File: src/rtl/dacseq_pkg.sv
package dacseq_pkg;

    typedef enum logic [2:0] {
        CH_OFF    = 3'd0,
        CH_WAIT   = 3'd1,
        CH_READY  = 3'd2,
        CH_SETTLE = 3'd3,
        CH_VALID  = 3'd4
    } ch_state_e;

    typedef struct packed {
        logic en;
        logic rt;
        logic wr;
        logic trig;
    } ch_ctl_t;

    function automatic int cnt_width(input int maxv);
        return (maxv < 1) ? 1 : $clog2(maxv + 1);
    endfunction

    function automatic logic state_busy(input ch_state_e s);
        return (s == CH_WAIT) || (s == CH_SETTLE);
    endfunction

endpackage

File: src/rtl/dacseq_cnt.sv
module dacseq_cnt #(
    parameter int LOADV = 8
) (
    input  logic clk,
    input  logic rst,
    input  logic load,
    input  logic dec,
    output logic zero
);
    localparam int W = dacseq_pkg::cnt_width(LOADV);
    localparam logic [W-1:0] LV = W'(LOADV);

    logic [W-1:0] cnt_q;

    always_ff @(posedge clk) begin
        if (rst)
            cnt_q <= '0;
        else if (load)
            cnt_q <= LV;
        else if (dec && (cnt_q != '0))
            cnt_q <= cnt_q - 1'b1;
    end

    assign zero = (cnt_q == '0);
endmodule

File: src/rtl/dacseq_chan.sv
module dacseq_chan
    import dacseq_pkg::*;
#(
    parameter int DW         = 12,
    parameter int WAIT_CYC   = 1000,
    parameter int SETTLE_CYC = 900
) (
    input  logic          clk,
    input  logic          rst,
    input  ch_ctl_t       ctl,
    input  logic [DW-1:0] wr_data,
    output ch_state_e     state,
    output logic          core_load,
    output logic [DW-1:0] core_data,
    output logic          busy,
    output logic          out_valid
);
    ch_state_e     state_q, state_d;
    logic [DW-1:0] data_q, eff_data, cdata_q;
    logic          pend_q, load_q;
    logic          wait_zero, settle_zero;
    logic          live, req, wait_done, start;

    assign eff_data  = ctl.wr ? wr_data : data_q;
    assign live      = (state_q == CH_READY) || (state_q == CH_SETTLE) || (state_q == CH_VALID);
    assign req       = ctl.rt ? ctl.trig : ctl.wr;
    assign wait_done = (state_q == CH_WAIT) && wait_zero;
    assign start     = ctl.en && ((live && req) ||
                                  (wait_done && !ctl.rt && (pend_q || ctl.wr)));

    dacseq_cnt #(.LOADV(WAIT_CYC - 1)) u_wait (
        .clk (clk),
        .rst (rst),
        .load(state_q == CH_OFF && ctl.en),
        .dec (state_q == CH_WAIT),
        .zero(wait_zero)
    );

    dacseq_cnt #(.LOADV(SETTLE_CYC - 1)) u_settle (
        .clk (clk),
        .rst (rst),
        .load(start),
        .dec (state_q == CH_SETTLE),
        .zero(settle_zero)
    );

    always_comb begin
        state_d = state_q;
        if (!ctl.en) begin
            state_d = CH_OFF;
        end else begin
            unique case (state_q)
                CH_OFF:    state_d = CH_WAIT;
                CH_WAIT:   if (wait_done) state_d = start ? CH_SETTLE : CH_READY;
                CH_READY:  if (start) state_d = CH_SETTLE;
                CH_SETTLE: if (start) state_d = CH_SETTLE;
                           else if (settle_zero) state_d = CH_VALID;
                CH_VALID:  if (start) state_d = CH_SETTLE;
                default:   state_d = CH_OFF;
            endcase
        end
    end

    always_ff @(posedge clk) begin
        if (rst) begin
            state_q <= CH_OFF;
            data_q  <= '0;
            pend_q  <= 1'b0;
            load_q  <= 1'b0;
            cdata_q <= '0;
        end else begin
            state_q <= state_d;
            if (ctl.wr)
                data_q <= ctl.wr ? wr_data : data_q;
            if (!ctl.en || start || wait_done)
                pend_q <= 1'b0;
            else if (ctl.wr && (state_q == CH_OFF || state_q == CH_WAIT))
                pend_q <= 1'b1;
            load_q <= start;
            if (start)
                cdata_q <= eff_data;
        end
    end

    assign state     = state_q;
    assign core_load = load_q;
    assign core_data = cdata_q;
    assign busy      = state_busy(state_q);
    assign out_valid = (state_q == CH_VALID);
endmodule

File: src/rtl/dacseq_pinmux.sv
module dacseq_pinmux (
    input  logic active,
    input  logic dir_out,
    input  logic latch,
    input  logic pin_in,
    output logic pin_oe,
    output logic pin_do,
    output logic port_rd
);
    always_comb begin
        if (active) begin
            pin_oe  = 1'b0;
            pin_do  = 1'b0;
            port_rd = dir_out & latch;
        end else begin
            pin_oe  = dir_out;
            pin_do  = dir_out & latch;
            port_rd = dir_out ? latch : pin_in;
        end
    end
endmodule

File: src/rtl/dac_output_sequencer.sv
module dac_output_sequencer
    import dacseq_pkg::*;
#(
    parameter int NCH        = 2,
    parameter int DW         = 12,
    parameter int WAIT_CYC   = 1000,
    parameter int SETTLE_CYC = 900
) (
    input  logic              clk,
    input  logic              rst,
    input  logic [NCH-1:0]    ch_en,
    input  logic [NCH-1:0]    ch_rt,
    input  logic [NCH-1:0]    wr_en,
    input  logic [NCH*DW-1:0] wr_data,
    input  logic [NCH-1:0]    trig,
    input  logic [NCH-1:0]    port_dir_out,
    input  logic [NCH-1:0]    port_latch,
    input  logic [NCH-1:0]    pin_in,
    output logic [NCH-1:0]    core_load,
    output logic [NCH*DW-1:0] core_data,
    output logic [NCH-1:0]    busy,
    output logic [NCH-1:0]    out_valid,
    output logic [NCH-1:0]    dac_active,
    output logic [NCH-1:0]    pin_oe,
    output logic [NCH-1:0]    pin_do,
    output logic [NCH-1:0]    port_rd
);
    for (genvar c = 0; c < NCH; c++) begin : g_ch
        ch_ctl_t   ctl;
        ch_state_e st;

        assign ctl.en   = ch_en[c];
        assign ctl.rt   = ch_rt[c];
        assign ctl.wr   = wr_en[c];
        assign ctl.trig = trig[c];

        dacseq_chan #(
            .DW        (DW),
            .WAIT_CYC  (WAIT_CYC),
            .SETTLE_CYC(SETTLE_CYC)
        ) u_chan (
            .clk      (clk),
            .rst      (rst),
            .ctl      (ctl),
            .wr_data  (wr_data[c*DW +: DW]),
            .state    (st),
            .core_load(core_load[c]),
            .core_data(core_data[c*DW +: DW]),
            .busy     (busy[c]),
            .out_valid(out_valid[c])
        );

        assign dac_active[c] = (st != CH_OFF);

        dacseq_pinmux u_pin (
            .active (dac_active[c]),
            .dir_out(port_dir_out[c]),
            .latch  (port_latch[c]),
            .pin_in (pin_in[c]),
            .pin_oe (pin_oe[c]),
            .pin_do (pin_do[c]),
            .port_rd(port_rd[c])
        );
    end
endmodule

File: config.mk
export PLATFORM = sky130hd
export DESIGN_NAME = dac_output_sequencer
export DESIGN_NICKNAME = d
export VERILOG_FILES = /design/src/rtl/dacseq_pkg.sv /design/src/rtl/dacseq_cnt.sv /design/src/rtl/dacseq_chan.sv /design/src/rtl/dacseq_pinmux.sv /design/src/rtl/dac_output_sequencer.sv
export SDC_FILE = /design/constraint.sdc
export NUM_CORES = 1
export LEC_CHECK = 0
export ABC_AREA = 1
export BUFFER_PORTS_ARGS = -buffer_cell sky130_fd_sc_hd__buf_2
export CAP_MARGIN = 20
export CORE_ASPECT_RATIO = 0.9
export CORE_MARGIN = 10
export CORE_UTILIZATION = 61
export CTS_CLUSTER_SIZE = 10
export DETAILED_ROUTE_END_ITERATION = 6
export PLACE_DENSITY = 0.88
export SLEW_MARGIN = 40
export SYNTH_ARGS = -nofsm -noshare
export SYNTH_HDL_FRONTEND = slang
export SYNTH_SLANG_ARGS = --single-unit
File: constraint.sdc
create_clock -name clk -period 4.3 [get_ports clk]
set_input_delay 1.075 -clock clk [delete_from_list [all_inputs] [get_ports clk]]
set_output_delay 1.075 -clock clk [all_outputs]
set_load 0.005 [all_outputs]
After elaboration in Yosys (flattened, before gate mapping)
Index checks and enable logic that the tools add are counted.
- add/sub/neg operators: 4
- equality and inequality tests: 14
- muxes and demuxes: 32
- bitwise operators: 4
- reduce and logical (&&, ||, !) cells: 66
- operators by type and width (kind ; count):
    10-bit two-way mux ; 8
    10-bit logical NOT ; 4
    10-bit nonzero test ; 4
    10-bit by 1-bit subtractor with 10-bit output, second input constant ; 4
    12-bit two-way mux ; 2
    3-bit two-way mux ; 8
    3-bit one-hot mux with 4 select lines ; 2
    2-bit OR reduction ; 10
    1-bit logical AND ; 18
    1-bit logical OR ; 16
    3-bit by 2-bit equality test with 1-bit output, second input constant ; 4
    1-bit two-way mux ; 12
    2-bit by 1-bit != test with 1-bit output, second input constant ; 4
    2-bit nonzero test ; 4
    3-bit by 1-bit equality test with 1-bit output, second input constant ; 2
    3-bit equality test, second input constant ; 2
    3-bit logical NOT ; 2
    3-bit by 1-bit != test with 1-bit output, second input constant ; 2
    3-bit AND reduction ; 2
    3-bit nonzero test ; 2
    1-bit logical NOT ; 4
    1-bit bitwise AND ; 2
    1-bit inverter ; 2
- register bits: 98
- input port bits: 40
- output and inout bits: 38
- logic and storage cells: 138

Logic depth before layout (Yosys ltp)
Gate-level depths: netlist of the first run.
- depth in word-level cells: 9
- gate-level depth with buffers: 13
- depth with buffers taken out: 13

Modules after synthesis
A second synthesis of the first run with hierarchy kept.
- cell total of the unflattened synthesis: 681
- area, all modules: 5128.7 um^2
- modules (own cells, without submodules) (module ; times used ; cells an instance ; area each (um^2) ; sequential area each (um^2)):
    dacseq_chan ; 2 ; 142 ; 1262.5 ; 580.6
    dacseq_cnt at g_ch[0].u_chan.u_settle ... ; 2 ; 92 ; 634.4 ; 200.2
    dacseq_cnt at g_ch[1].u_chan.u_wait ; 1 ; 97 ; 630.6 ; 200.2
    dacseq_cnt at g_ch[0].u_chan.u_wait ; 1 ; 96 ; 629.4 ; 200.2
    dacseq_pinmux ; 2 ; 7 ; 26.3 ; 0.0
    dac_output_sequencer ; 1 ; 6 ; 22.5 ; 0.0

Worst setup path after synthesis of the first run
Ideal clock, no wire load.
- path kind: input-to-output
- from: input port port_dir_out[1]
- to: output port port_rd[1]
- data arrival time: 1.338 ns
- required time: 3.225 ns
- setup slack: 1.887 ns
- stages on the path: 4
- path buffers: 1
- path through: inv_1 -> nand3_1 -> nand2_1 -> buf_4
- cells in the longest elaborated chain, start to end: 2
- elaborated cells on any way between the ends: 3
- those cells by class: mux: 2; bitwise: 1
- ends and longest elaborated chain (element ; line ; source):
    from (decl) ; dac_output_sequencer.sv:16 ; input logic [NCH-1:0] port_dir_out,
    1-bit two-way mux or 1-bit bitwise AND (tied branches) ; dacseq_pinmux.sv:18, dacseq_pinmux.sv:14 ;
    1-bit two-way mux * ; dacseq_pinmux.sv:11 ; if (active) begin
    to (decl) ; dac_output_sequencer.sv:26 ; output logic [NCH-1:0] port_rd
Mark *: on every way between the ends. The rest lies on a longest branch, timed or not.

Worst setup path after layout of the first run
- from: input port wr_en[0]
- to: register g_ch[0].u_chan.u_settle.cnt_q[4]
- cells in the longest elaborated chain, start to end: 5
- elaborated cells on any way between the ends: 7
- those cells by class: mux: 1; reduce/logical: 6
- ends and longest elaborated chain (element ; line ; source):
    from (decl) ; dac_output_sequencer.sv:13 ; input logic [NCH-1:0] wr_en,
    1-bit two-way mux or 1-bit logical OR (tied branches) ; dacseq_chan.sv:26, dacseq_chan.sv:29 ;
    1-bit logical AND (on tied branches) ; dacseq_chan.sv:28, dacseq_chan.sv:29 ;
    1-bit logical OR * ; dacseq_chan.sv:28 ; assign start = ctl.en && ((live && req) ||
    1-bit logical AND * ; dacseq_chan.sv:28 ;
    2-bit OR reduction (no line) * ; n/a ;
    to (signal assigned) ; dacseq_cnt.sv:21 ; cnt_q <= cnt_q - 1'b1;
    to (decl) ; dacseq_cnt.sv:13 ; logic [W-1:0] cnt_q;
Marked as above.
A chain may end at the register's enable or synchronous reset.

==> Implementation_results.wiki, run 1 <==
{| class="wikitable"
! Metric !! Value
|-
| Status || completed
|-
| Clock latency at the later pin of the worst-skew pair || 360 ps
|-
| Least-Margin Pin Slew || 499 ps
|-
| Number of max-slew violations in the final report || 0
|-
| Antenna Cells || 0
|-
| Post-layout min period || 2590 ps
|-
| Achievable frequency || 386 MHz
|-
| Startpoint kind of the worst setup timing path || input pin
|-
| Nets@finish || 749
|-
| Prevailing post-synth register cell || dfxtp_1
|-
| Post-CTS sizing || 0
|-
| Sequential cell area || 1960 µm²
|-
| Crit-path cells || buf_2, inv_1, o21ai_0, nand3_1, nand2_2, nand2_4, nand2_1, o21ba_2
|-
| Count of distinct cell types in the synthesized netlist || 38
|-
| CP Data Required Time || 4560 ps
|-
| Total of buffers placed on input and output ports || 77
|-
| Post-layout power || 1.85 mW
|-
| Number of antenna violations at the first check in global routing || 1
|-
| I/O Pins || 78
|-
| Die width || 114 µm
|-
| Hold Fails Final Rpt || 0
|-
| Pin count of the biggest net entering global routing || 40
|-
| Post-layout worst setup margin || 1710 ps
|-
| Final clock period utilization by the worst path || 0.603
|-
| Worst Path Max Fanout || 35
|-
| Buf/Inv on CP || 2
|-
| Beginning of the critical path || wr_en[0]
|-
| Total routing resource utilization after global routing || 0.179
|-
| Placed cell area || 5160 µm²
|-
| Area of the placeable core || 7660 µm²
|-
| GRT overflow || 0
|-
| Fraction of final layout cells sized beyond drive strength 1 || 0.240
|-
| Maximum root-to-sink buffer count || 2
|-
| Highest cell delay on the worst timing path || 290 ps
|-
| H-Tree Depth || 3
|-
| Post-route DRC || 0
|-
| Element type at the critical path end || flop
|-
| Clock tree sinks || 98
|-
| Pre-antenna DRT Iters || 4
|-
| Buffer type at the clock tree root || clkbuf_8
|-
| Headroom to the max-slew limit || 0.667
|-
| Wirelength, routed || 11200 µm
|-
| Worst Hold Depth || 2
|-
| Number of flip-flops and latches in the synthesized netlist || 98
|-
| Final routed wire length divided by cell count || 13.9 µm
|-
| Syn Inst Count || 648
|-
| Number of synthesis warnings || 0
|-
| Initial standard-cell utilization of the core || 0.636
|-
| Non-filler cells in the finished layout || 805
|-
| Unrepaired setup endpoints after global routing || false
|-
| Overall die height || 105 µm
|-
| Die Area || 12000 µm²
|-
| Start-to-end type of the worst setup path || input pin to flop
|-
| Count of max-cap constraint violations || 0
|-
| Launch instance of the worst register-to-register path || g_ch[0].u_chan.u_wait.cnt_q[0]
|-
| Power density cells || 345 nW/µm²
|-
| Startpoint of the tightest hold check path || g_ch[1].u_chan.u_settle.cnt_q[3]
|-
| Async set-reset flop share out of synthesis || 0
|-
| Number of global-route vias before repair || 4159
|-
| Hold EP || g_ch[1].u_chan.u_settle.cnt_q[3]
|-
| Clock edge transition at the registers on the reported setup and hold paths || 90 ps
|-
| Proportion of synthesized chip area in sequential cells || 0.403
|-
| Max stage delay cell, worst path || inv_1
|-
| Largest delay contributor family on the critical path || simple AND/OR/NAND/NOR gates
|-
| Total number of placement rows || 30
|-
| TritonCTS clock tree || built
|-
| Vias/cell || 5.45
|-
| Syn Nets || 693
|-
| Violation count after the first detailed-route iteration || 263
|-
| Setup Buffers After CTS || 0
|-
| Routability Congestion || 0.872
|-
| Fin Clk Skew || 11.1 ps
|-
| Cell area after synthesis || 4870 µm²
|-
| Inst Count DP || 789
|-
| Area Overhead vs Synth || 9.99%
|-
| EDFF count, synth || 0
|-
| Area of all placed cells without fillers || 5360 µm²
|-
| Setup TNS after final layout || 0 ps
|-
| Avg Cell Area, Syn || 7.51 µm²
|-
| Half-perimeter wire length after detailed placement || 8180 µm
|-
| Number of nets with antenna violations after detailed routing || 0
|-
| Global-route wire length before repair || 18500 µm
|-
| Worst-case register-to-register setup slack || 2270 ps
|-
| Setup violators final || 0
|-
| FILL cells || 637
|-
| CP Data Arrival Time || 2850 ps
|-
| Number of buffers inserted during clock tree synthesis || 9
|-
| Area of the multi-input gates || 2360 µm²
|-
| Worst voltage drop across the vdd grid || 215 µV
|-
| Hold/Removal Path Class || flop to flop
|-
| Post-place setup slack || 1280 ps
|-
| Detailed-route via count || 4390
|-
| Leakage dissipation || 2.58 nW
|-
| Hold buffer count at CTS || 0
|-
| Endpoint of the lowest-slack register-to-register path || g_ch[0].u_chan.u_settle.cnt_q[4]
|-
| Count of cells along the worst register-to-register path || 9
|}
sequential cells by signal, summed over array words and instances (netlist names):
| name | count |
|---|---|
| g_ch.u_chan.pend_q | 2 |
| g_ch.u_chan.data_q | 24 |
| g_ch.u_chan.u_settle.cnt_q | 20 |
| g_ch.u_chan.core_load | 2 |
| g_ch.u_chan.u_wait.cnt_q | 20 |
| g_ch.u_chan.state | 6 |
| g_ch.u_chan.core_data | 24 |
where the power goes:
group	switching [mW]	internal, mW
logic	0.190	0.0980
registers	0.0276	0.950
clock network	0.333	0.250
total	0.550	1.30
kinds of logic (layout without fill, tap and decap cells):
| family | Yosys count | in the layout | synth area share |
|---|---|---|---|
| AO/OA/AOI/OAI | 114 | 114 | 0.165 |
| XOR/XNOR | 9 | 9 | 0.0162 |
| adder cells (fa/ha/maj) | 5 | 5 | 0.0128 |
| buffers and inverters | 118 | 179 | 0.112 |
| flip-flops | 98 | 98 | 0.403 |
| AND/OR/NAND/NOR | 304 | 304 | 0.291 |
cell usage in the layout (no fill, tap or decap), drive strengths merged, types with 11 or more instances in the layout:
cell | synthesis | layout
nor2 | 115 | 115
dfxtp | 98 | 98
inv | 84 | 88
o31ai | 25 | 25
a21oi | 24 | 24
nand3 | 59 | 59
o21ai | 51 | 51
nor3 | 11 | 11
clkbuf | 10 | 11
buf | 23 | 78
nand4 | 11 | 11
nand2 | 105 | 105
tightest hold or removal path: cells and delay by family, from the launching register on:
kind	cells	cell delay, ps
DFF	1	330
and+or+nand+nor	1	60
AOI/OAI and AO/OA	1	50
worst max-delay path by stage:
stage | endpoint | cells after the start
2_1_floorplan | port_rd[1] | 4
3_3_place_gp | g_ch[1].u_chan.core_data[6] | 5
3_5_place_dp | g_ch[1].u_chan.core_data[4] | 5
4_1_cts | g_ch[1].u_chan.core_data[4] | 5
5_1_grt | g_ch[0].u_chan.u_settle.cnt_q[4] | 8
6_report | g_ch[0].u_chan.u_settle.cnt_q[4] | 8
synthesized netlist by cell type (2+ instances only):
master,count,area [µm²]
a21oi_1,21,105
a21oi_4,2,32.5
a31oi_1,9,56.3
buf_2,3,15.0
buf_4,15,113
buf_6,5,56.3
clkbuf_1,10,37.5
dfxtp_1,98,1960
ha_1,5,62.6
inv_1,69,259
inv_2,14,52.6
nand2_1,91,342
nand2_2,11,68.8
nand2_4,3,33.8
nand3_1,58,290
nand4_1,9,56.3
nand4_2,2,25.0
nor2_1,104,390
nor2_2,5,31.3
nor2_4,6,67.6
nor3_1,7,35.0
nor3_2,3,30.0
nor3b_1,2,15.0
o211ai_1,3,22.5
o21ai_0,43,215
o21ai_1,8,40.0
o31ai_2,24,300
xnor2_1,4,35.0
xor2_1,5,43.8
metrics by stage:
| stage | util | hold slack [ps] |
|---|---|---|
| after detailed placement | 0.674 | 468 |
| after global placement | 0.674 | 453 |
| after CTS | 0.700 | 484 |
| final | 0.700 | 484 |
| after floorplan | - | 446 |
| after global routing | 0.700 | 517 |
metal layers:
| layer | global-route usage | up-vias | part of all wire |
|---|---|---|---|
| met3 | 0.0663 | 20 | 0.081 |
| li1 | - | 2213 | - |
| met1 | 0.211 | 2023 | 0.43 |
| met4 | 0.0501 | 2 | 0.016 |
| met2 | 0.295 | 132 | 0.48 |
| met5 | 0 | - | 0.00063 |
cell type report:
class,count,share of cell area
timing repair buffer,78,0.0733
clock buffer,11,0.0283
inverter,85,0.0600
clock inverter,5,0.00818
multi-input combinational,432,0.441
sequential,98,0.366
tap,96,0.0224
Power figures use the tool's default switching activity.
==> run 2: changes to the inputs <==
--- a/config.mk
+++ b/config.mk
@@ -10,10 +10,10 @@
 export CAP_MARGIN = 20
 export CORE_ASPECT_RATIO = 0.9
 export CORE_MARGIN = 10
-export CORE_UTILIZATION = 61
+export CORE_UTILIZATION = 57
 export CTS_CLUSTER_SIZE = 10
 export DETAILED_ROUTE_END_ITERATION = 6
-export PLACE_DENSITY = 0.88
+export PLACE_DENSITY = 0.83
 export SLEW_MARGIN = 40
 export SYNTH_ARGS = -nofsm -noshare
 export SYNTH_HDL_FRONTEND = slang
==> constraint.sdc (replaced) <==
create_clock -name clk -period 2.7 [get_ports clk]
set_input_delay 0.675 -clock clk [delete_from_list [all_inputs] [get_ports clk]]
set_output_delay 0.675 -clock clk [all_outputs]
set_load 0.005 [all_outputs]
==> Implementation_results.wiki, run 2 (synthesis results as in run 1) <==
{| class="wikitable"
! Metric !! Value
|-
| Element type at the critical path end || flop
|-
| Achievable frequency || 497 MHz
|-
| Nets@finish || 752 (+0.40%)
|-
| Overall die height || 108 µm (+2.8%)
|-
| Start-to-end type of the worst setup path || flop to flop
|-
| I/O Pins || 78 (unchanged)
|-
| Clock edge transition at the registers on the reported setup and hold paths || 90 ps (about the same)
|-
| Post-place setup slack || 365 ps (-920 ps)
|-
| CP Data Required Time || 2960 ps (-1600 ps)
|-
| Worst voltage drop across the vdd grid || 432 µV (+100%)
|-
| Final clock period utilization by the worst path || 0.745
|-
| Clock tree sinks || 98 (unchanged)
|-
| Pin count of the biggest net entering global routing || 72 (+80%)
|-
| Half-perimeter wire length after detailed placement || 8120 µm (-0.78%)
|-
| Post-layout min period || 2010 ps
|-
| FILL cells || 704 (+11%)
|-
| Buffer type at the clock tree root || clkbuf_8
|-
| Least-Margin Pin Slew || 444 ps (-54.8 ps)
|-
| Post-layout worst setup margin || 689 ps (-1020 ps)
|-
| Unrepaired setup endpoints after global routing || false
|-
| Area Overhead vs Synth || 10.9%
|-
| Fin Clk Skew || 9.15 ps (-1.96 ps)
|-
| Leakage dissipation || 2.60 nW (+0.65%)
|-
| Buf/Inv on CP || 1 (-1)
|-
| Die width || 117 µm (+2.8%)
|-
| Post-route DRC || 0 (unchanged)
|-
| Final routed wire length divided by cell count || 13.5 µm (-3.2%)
|-
| Antenna Cells || 0 (unchanged)
|-
| Hold Fails Final Rpt || 0 (unchanged)
|-
| Setup violators final || 0 (unchanged)
|-
| Startpoint kind of the worst setup timing path || flop
|-
| Wirelength, routed || 11100 µm (-0.75%)
|-
| Total number of placement rows || 31 (+3.3%)
|-
| Area of the multi-input gates || 2360 µm² (unchanged)
|-
| Worst Path Max Fanout || 35 (unchanged)
|-
| Pre-antenna DRT Iters || 5 (+1)
|-
| GRT overflow || 0 (unchanged)
|-
| Largest delay contributor family on the critical path || simple AND/OR/NAND/NOR gates
|-
| Hold/Removal Path Class || flop to flop
|-
| CP Data Arrival Time || 2270 ps (-580 ps)
|-
| TritonCTS clock tree || built
|-
| Power density cells || 542 nW/µm² (+57%)
|-
| Setup Buffers After CTS || 0 (unchanged)
|-
| Crit-path most repeated cell || nand2_1
|-
| Total routing resource utilization after global routing || 0.176 (-0.00290)
|-
| Initial standard-cell utilization of the core || 0.595 (-0.0409)
|-
| Count of max-cap constraint violations || 0 (unchanged)
|-
| Clock latency at the later pin of the worst-skew pair || 360 ps (about the same)
|-
| Hold buffer count at CTS || 0 (unchanged)
|-
| H-Tree Depth || 3 (unchanged)
|-
| Sequential cell area || 1960 µm² (unchanged)
|-
| Crit-path cells || inv_1, ha_1, nand2_1, nor2_2, nand4_1, nand2_2, nand2_4, nand2_2, nand2_1, nand2_1, a21oi_1
|-
| Number of nets with antenna violations after detailed routing || 0 (unchanged)
|-
| Post-layout power || 2.93 mW (+58%)
|-
| Routability Congestion || 0.871 (about the same)
|-
| Setup TNS after final layout || 0 ps (unchanged)
|-
| Global-route wire length before repair || 19100 µm (+3.0%)
|-
| Area of the placeable core || 8180 µm² (+6.9%)
|-
| Number of buffers inserted during clock tree synthesis || 9 (unchanged)
|-
| Fraction of final layout cells sized beyond drive strength 1 || 0.239 (-0.000338)
|-
| Headroom to the max-slew limit || 0.704 (+0.0367)
|-
| Number of antenna violations at the first check in global routing || 0 (-1)
|-
| Most common cell after layout, fill and taps aside || nor2_1
|-
| Number of global-route vias before repair || 4320 (+3.9%)
|-
| Violation count after the first detailed-route iteration || 239 (-9.1%)
|-
| Highest cell delay on the worst timing path || 320 ps (+30 ps)
|-
| Post-CTS sizing || 0 (unchanged)
|-
| Die Area || 12600 µm² (+5.7%)
|-
| Number of max-slew violations in the final report || 0 (unchanged)
|-
| Status || completed
|-
| Fin util || 0.660 (-0.0395)
|-
| Detailed-route via count || 4391 (+0.023%)
|-
| Vias/cell || 5.32 (-2.4%)
|-
| Maximum root-to-sink buffer count || 2 (unchanged)
|-
| Most frequent cells in the layout || nor2_1 (104), dfxtp_1 (98), nand2_1 (91)
|-
| Total of buffers placed on input and output ports || 77 (unchanged)
|-
| Max stage delay cell, worst path || dfxtp_1
|}
-- run 2: final cells by class --
type                    instances  share of cell area
clock buffers                   9              0.0229
clock inverters                 5              0.0107
inverters                      85              0.0595
multi-input cells             432               0.438
flip-flops and latches         98               0.363
well taps                     115              0.0266
repair buffers                 81              0.0792
-- run 2: per-layer routing --
layer | vias up | global-route usage | share of wire
met2 | 129 | 0.311 | 0.48
li1 | 2220 | - | -
met1 | 2030 | 0.194 | 0.43
met3 | 12 | 0.0577 | 0.078
met4 | 0 | 0.0634 | 0.010
met5 | - | 0 | 0
-- run 2: report_power, final --
group / switching, mW / total [mW] / internal, mW
combinational: 0.302 / 0.463 / 0.160
clock: 0.491 / 0.909 / 0.418
sequential: 0.0444 / 1.56 / 1.51
total: 0.838 / 2.93 / 2.09
-- run 2: final timing paths --
kind,startpoint,endpoint,slack [ps],depth (start not counted)
setup / recovery,g_ch[1].u_chan.u_wait.cnt_q[0],g_ch[1].u_chan.state[2],690,11
hold / removal,g_ch[1].u_chan.data_q[5],g_ch[1].u_chan.data_q[5],480,2
setup reg to reg,g_ch[1].u_chan.u_wait.cnt_q[0],g_ch[1].u_chan.state[2],690,11
hold reg to reg,g_ch[1].u_chan.data_q[5],g_ch[1].u_chan.data_q[5],480,2
-- run 2: through the flow --
stage	cells	hold WS [ps]	instance area, µm²
finish	825	482	5400
global route	825	518	5400
CTS	825	488	5400
detailed placement	811	465	5220
global placement	811	455	5220
floorplan	648	446	4870
-- run 2: tightest hold or removal path, cell delays in order (launching register included) --
cell	delay [ps]
dfxtp_1	320
nor2_1	50
nor2_1	80
==> run 3: changes to the inputs <==
--- a/config.mk
+++ b/config.mk
@@ -10,10 +10,10 @@
 export CAP_MARGIN = 20
 export CORE_ASPECT_RATIO = 0.9
 export CORE_MARGIN = 10
-export CORE_UTILIZATION = 57
+export CORE_UTILIZATION = 51
 export CTS_CLUSTER_SIZE = 10
 export DETAILED_ROUTE_END_ITERATION = 6
-export PLACE_DENSITY = 0.83
+export PLACE_DENSITY = 0.79
 export SLEW_MARGIN = 40
 export SYNTH_ARGS = -nofsm -noshare
 export SYNTH_HDL_FRONTEND = slang
==> constraint.sdc (replaced) <==
create_clock -name clk -period 1.8 [get_ports clk]
set_input_delay 0.45 -clock clk [delete_from_list [all_inputs] [get_ports clk]]
set_output_delay 0.45 -clock clk [all_outputs]
set_load 0.005 [all_outputs]
==> Implementation_results.wiki, run 3 (synthesis results as in run 1) <==
{| class="wikitable"
! Metric !! Value
|-
| Status || completed
|-
| Post-layout worst setup margin || 75.3 ps (-614 ps)
|-
| Half-perimeter wire length after detailed placement || 8510 µm (+4.9%)
|-
| Die width || 123 µm (+4.7%)
|-
| Clock tree sinks || 98 (unchanged)
|-
| Violation count after the first detailed-route iteration || 257 (+7.5%)
|-
| Sequential share of power || 0.501 (-0.031)
|-
| Proportion of total power due to net switching || 0.304 (+0.0174)
|-
| Buf/Inv on CP || 2 (+1)
|-
| Highest cell delay on the worst timing path || 360 ps (+40 ps)
|-
| Global-route wire length before repair || 19000 µm (-0.47%)
|-
| Routability Congestion || 0.916 (+5.1%)
|-
| Final clock period utilization by the worst path || 0.958 (+0.213)
|-
| Buffer type at the clock tree root || clkbuf_8
|-
| Area of the placeable core || 9210 µm² (+13%)
|-
| Vias/cell || 5.27 (-1.1%)
|-
| GRT overflow || 0 (unchanged)
|-
| Fin Clk Skew || 13.5 ps (+4.36 ps)
|-
| Achievable frequency || 580 MHz (+17%)
|-
| TritonCTS clock tree || built
|-
| Headroom to the max-slew limit || 0.753 (+0.0498)
|-
| FILL cells || 813 (+15%)
|-
| Inst Count DP || 827 (+2.0%)
|-
| Placed cell area || 5330 µm² (+2.2%)
|-
| Pre-antenna DRT Iters || 5 (unchanged)
|-
| Pin count of the biggest net entering global routing || 42 (-42%)
|-
| Post-layout power || 4.66 mW (+59%)
|-
| Maximum root-to-sink buffer count || 2 (unchanged)
|-
| Post-place setup slack || 110 ps (-255 ps)
|-
| Final-layout worst hold slack || 386 ps (-96.7 ps)
|-
| Number of global-route vias before repair || 4376 (+1.3%)
|-
| Hold/Removal Path Class || input pin to flop
|-
| CP Data Required Time || 2070 ps (-890 ps)
|-
| Overall die height || 113 µm (+4.7%)
|-
| Crit-path most repeated cell || nand2_1
|-
| Area of all placed cells without fillers || 5750 µm² (+6.5%)
|-
| Largest delay contributor family on the critical path || simple AND/OR/NAND/NOR gates
|-
| Least-Margin Pin Slew || 369 ps (-75.6 ps)
|-
| Setup TNS after final layout || 0 ps (unchanged)
|-
| Power density cells || 811 nW/µm² (+50%)
|-
| Total of buffers placed on input and output ports || 77 (unchanged)
|-
| Post-layout min period || 1720 ps (-286 ps)
|-
| Non-filler cells in the finished layout || 856 (+3.8%)
|-
| Internal cell power || 3.25 mW (+55%)
|-
| Initial standard-cell utilization of the core || 0.529 (-0.0661)
|-
| Total routing resource utilization after global routing || 0.161 (-0.0144)
|-
| Relative contribution of the clock network to total power || 0.331 (+0.020)
|-
| Max stage delay cell, worst path || dfxtp_2
|-
| Nets@finish || 774 (+2.9%)
|-
| Wirelength, routed || 11600 µm (+4.8%)
|-
| Most frequent cells in the layout || nor2_1 (101), dfxtp_1 (92), nand2_1 (89)
|-
| Setup violators final || 0 (unchanged)
|-
| Number of buffers inserted during clock tree synthesis || 9 (unchanged)
|-
| Hold buffer count at CTS || 0 (unchanged)
|-
| Leakage dissipation || 2.78 nW (+6.8%)
|-
| Die Area || 13900 µm² (+9.6%)
|-
| Total number of placement rows || 33 (+6.5%)
|-
| Number of antenna violations at the first check in global routing || 0 (unchanged)
|-
| Startpoint kind of the worst setup timing path || flop
|-
| Post-route DRC || 0 (unchanged)
|-
| Final routed wire length divided by cell count || 13.6 µm (+0.96%)
|-
| Crit-path cells || inv_1, ha_1, nand2_1, nor2_4, a21oi_4, nand4_1, o21ai_1, nand2_1, nand2_1, inv_1
|-
| Clock latency at the later pin of the worst-skew pair || 370 ps (about the same)
|-
| Hold Fails Final Rpt || 0 (unchanged)
|-
| CP Data Arrival Time || 1990 ps (-280 ps)
|-
| Fraction of final layout cells sized beyond drive strength 1 || 0.285 (+0.0453)
|-
| Fin util || 0.625 (-0.0354)
|-
| Element type at the critical path end || flop
|-
| Most common cell after layout, fill and taps aside || nor2_1
|-
| H-Tree Depth || 3 (unchanged)
|-
| Antenna Cells || 0 (unchanged)
|-
| I/O Pins || 78 (unchanged)
|-
| Start-to-end type of the worst setup path || flop to flop
|-
| Comb power frac || 0.168 (+0.010)
|-
| Count of max-cap constraint violations || 0 (unchanged)
|-
| Worst voltage drop across the vdd grid || 459 µV (+6.2%)
|-
| Number of max-slew violations in the final report || 0 (unchanged)
|-
| Net switching power of the design || 1.42 mW (+69%)
|-
| Area Overhead vs Synth || 18.1%
|-
| Worst Path Max Fanout || 6 (-83%)
|-
| Number of nets with antenna violations after detailed routing || 0 (unchanged)
|-
| Clock edge transition at the registers on the reported setup and hold paths || 110 ps (+20 ps)
|-
| Detailed-route via count || 4508 (+2.7%)
|}
## run 3: cell count changes in the layout (fill, tap and decap cells not counted), sizes merged
cell	delta
buf	+22
inv	+3
clkinv	-1
## run 3: worst reg2reg max path, cell delays in order, from the launching register on
cell,delay (ps)
dfxtp_2,360
inv_1,80
ha_1,220
nand2_1,110
nor2_4,70
a21oi_4,240
nand4_1,200
o21ai_1,170
nand2_1,70
nand2_1,60
inv_1,40
## run 3: path summary, 6_finish.rpt
path / slack [ps] / cells after the start / end / start
worst max-delay path: 80 / 10 / g_ch[0].u_chan.u_wait.cnt_q[6] / g_ch[0].u_chan.u_wait.cnt_q[0]
worst min-delay path: 390 / 3 / g_ch[0].u_chan.data_q[9] / wr_data[9]
worst max register to register: 80 / 10 / g_ch[0].u_chan.u_wait.cnt_q[6] / g_ch[0].u_chan.u_wait.cnt_q[0]
worst min register to register: 490 / 2 / g_ch[0].u_chan.data_q[2] / g_ch[0].u_chan.data_q[2]
## run 3: final cells by class
class | instances | area [µm²] | area share
inverter | 85 | 334 | 0.0581
tap | 122 | 153 | 0.0265
clock inverter | 7 | 95.1 | 0.0165
sequential | 98 | 1980 | 0.344
timing repair buffer | 103 | 631 | 0.110
multi-input combinational | 432 | 2440 | 0.424
clock buffer | 9 | 124 | 0.0215
## run 3: per-layer routing
layer | track usage | routed length (µm)
met1 | 0.187 | 4970
met2 | 0.276 | 5810
met3 | 0.0427 | 628
met4 | 0.0644 | 219
met5 | 0 | 0
## run 3: power by group through the flow
stage / clock network (mW) / registers (mW) / logic, mW
3_5_place_dp: 0 / 2.38 / 0.724
5_1_grt: 1.67 / 2.35 / 0.879
3_3_place_gp: 0 / 2.38 / 0.686
2_1_floorplan: 0 / 2.37 / 0.537
4_1_cts: 1.58 / 2.33 / 0.728
6_report: 1.54 / 2.34 / 0.784
## run 3: repair_timing
action,in CTS,in global routing
setup endpoints to repair,5,32
gates cloned,0,0
pin swaps,0,11
gates resized for setup,4,31
buffers inserted,0,13
endpoints found under the hold margin,0,0
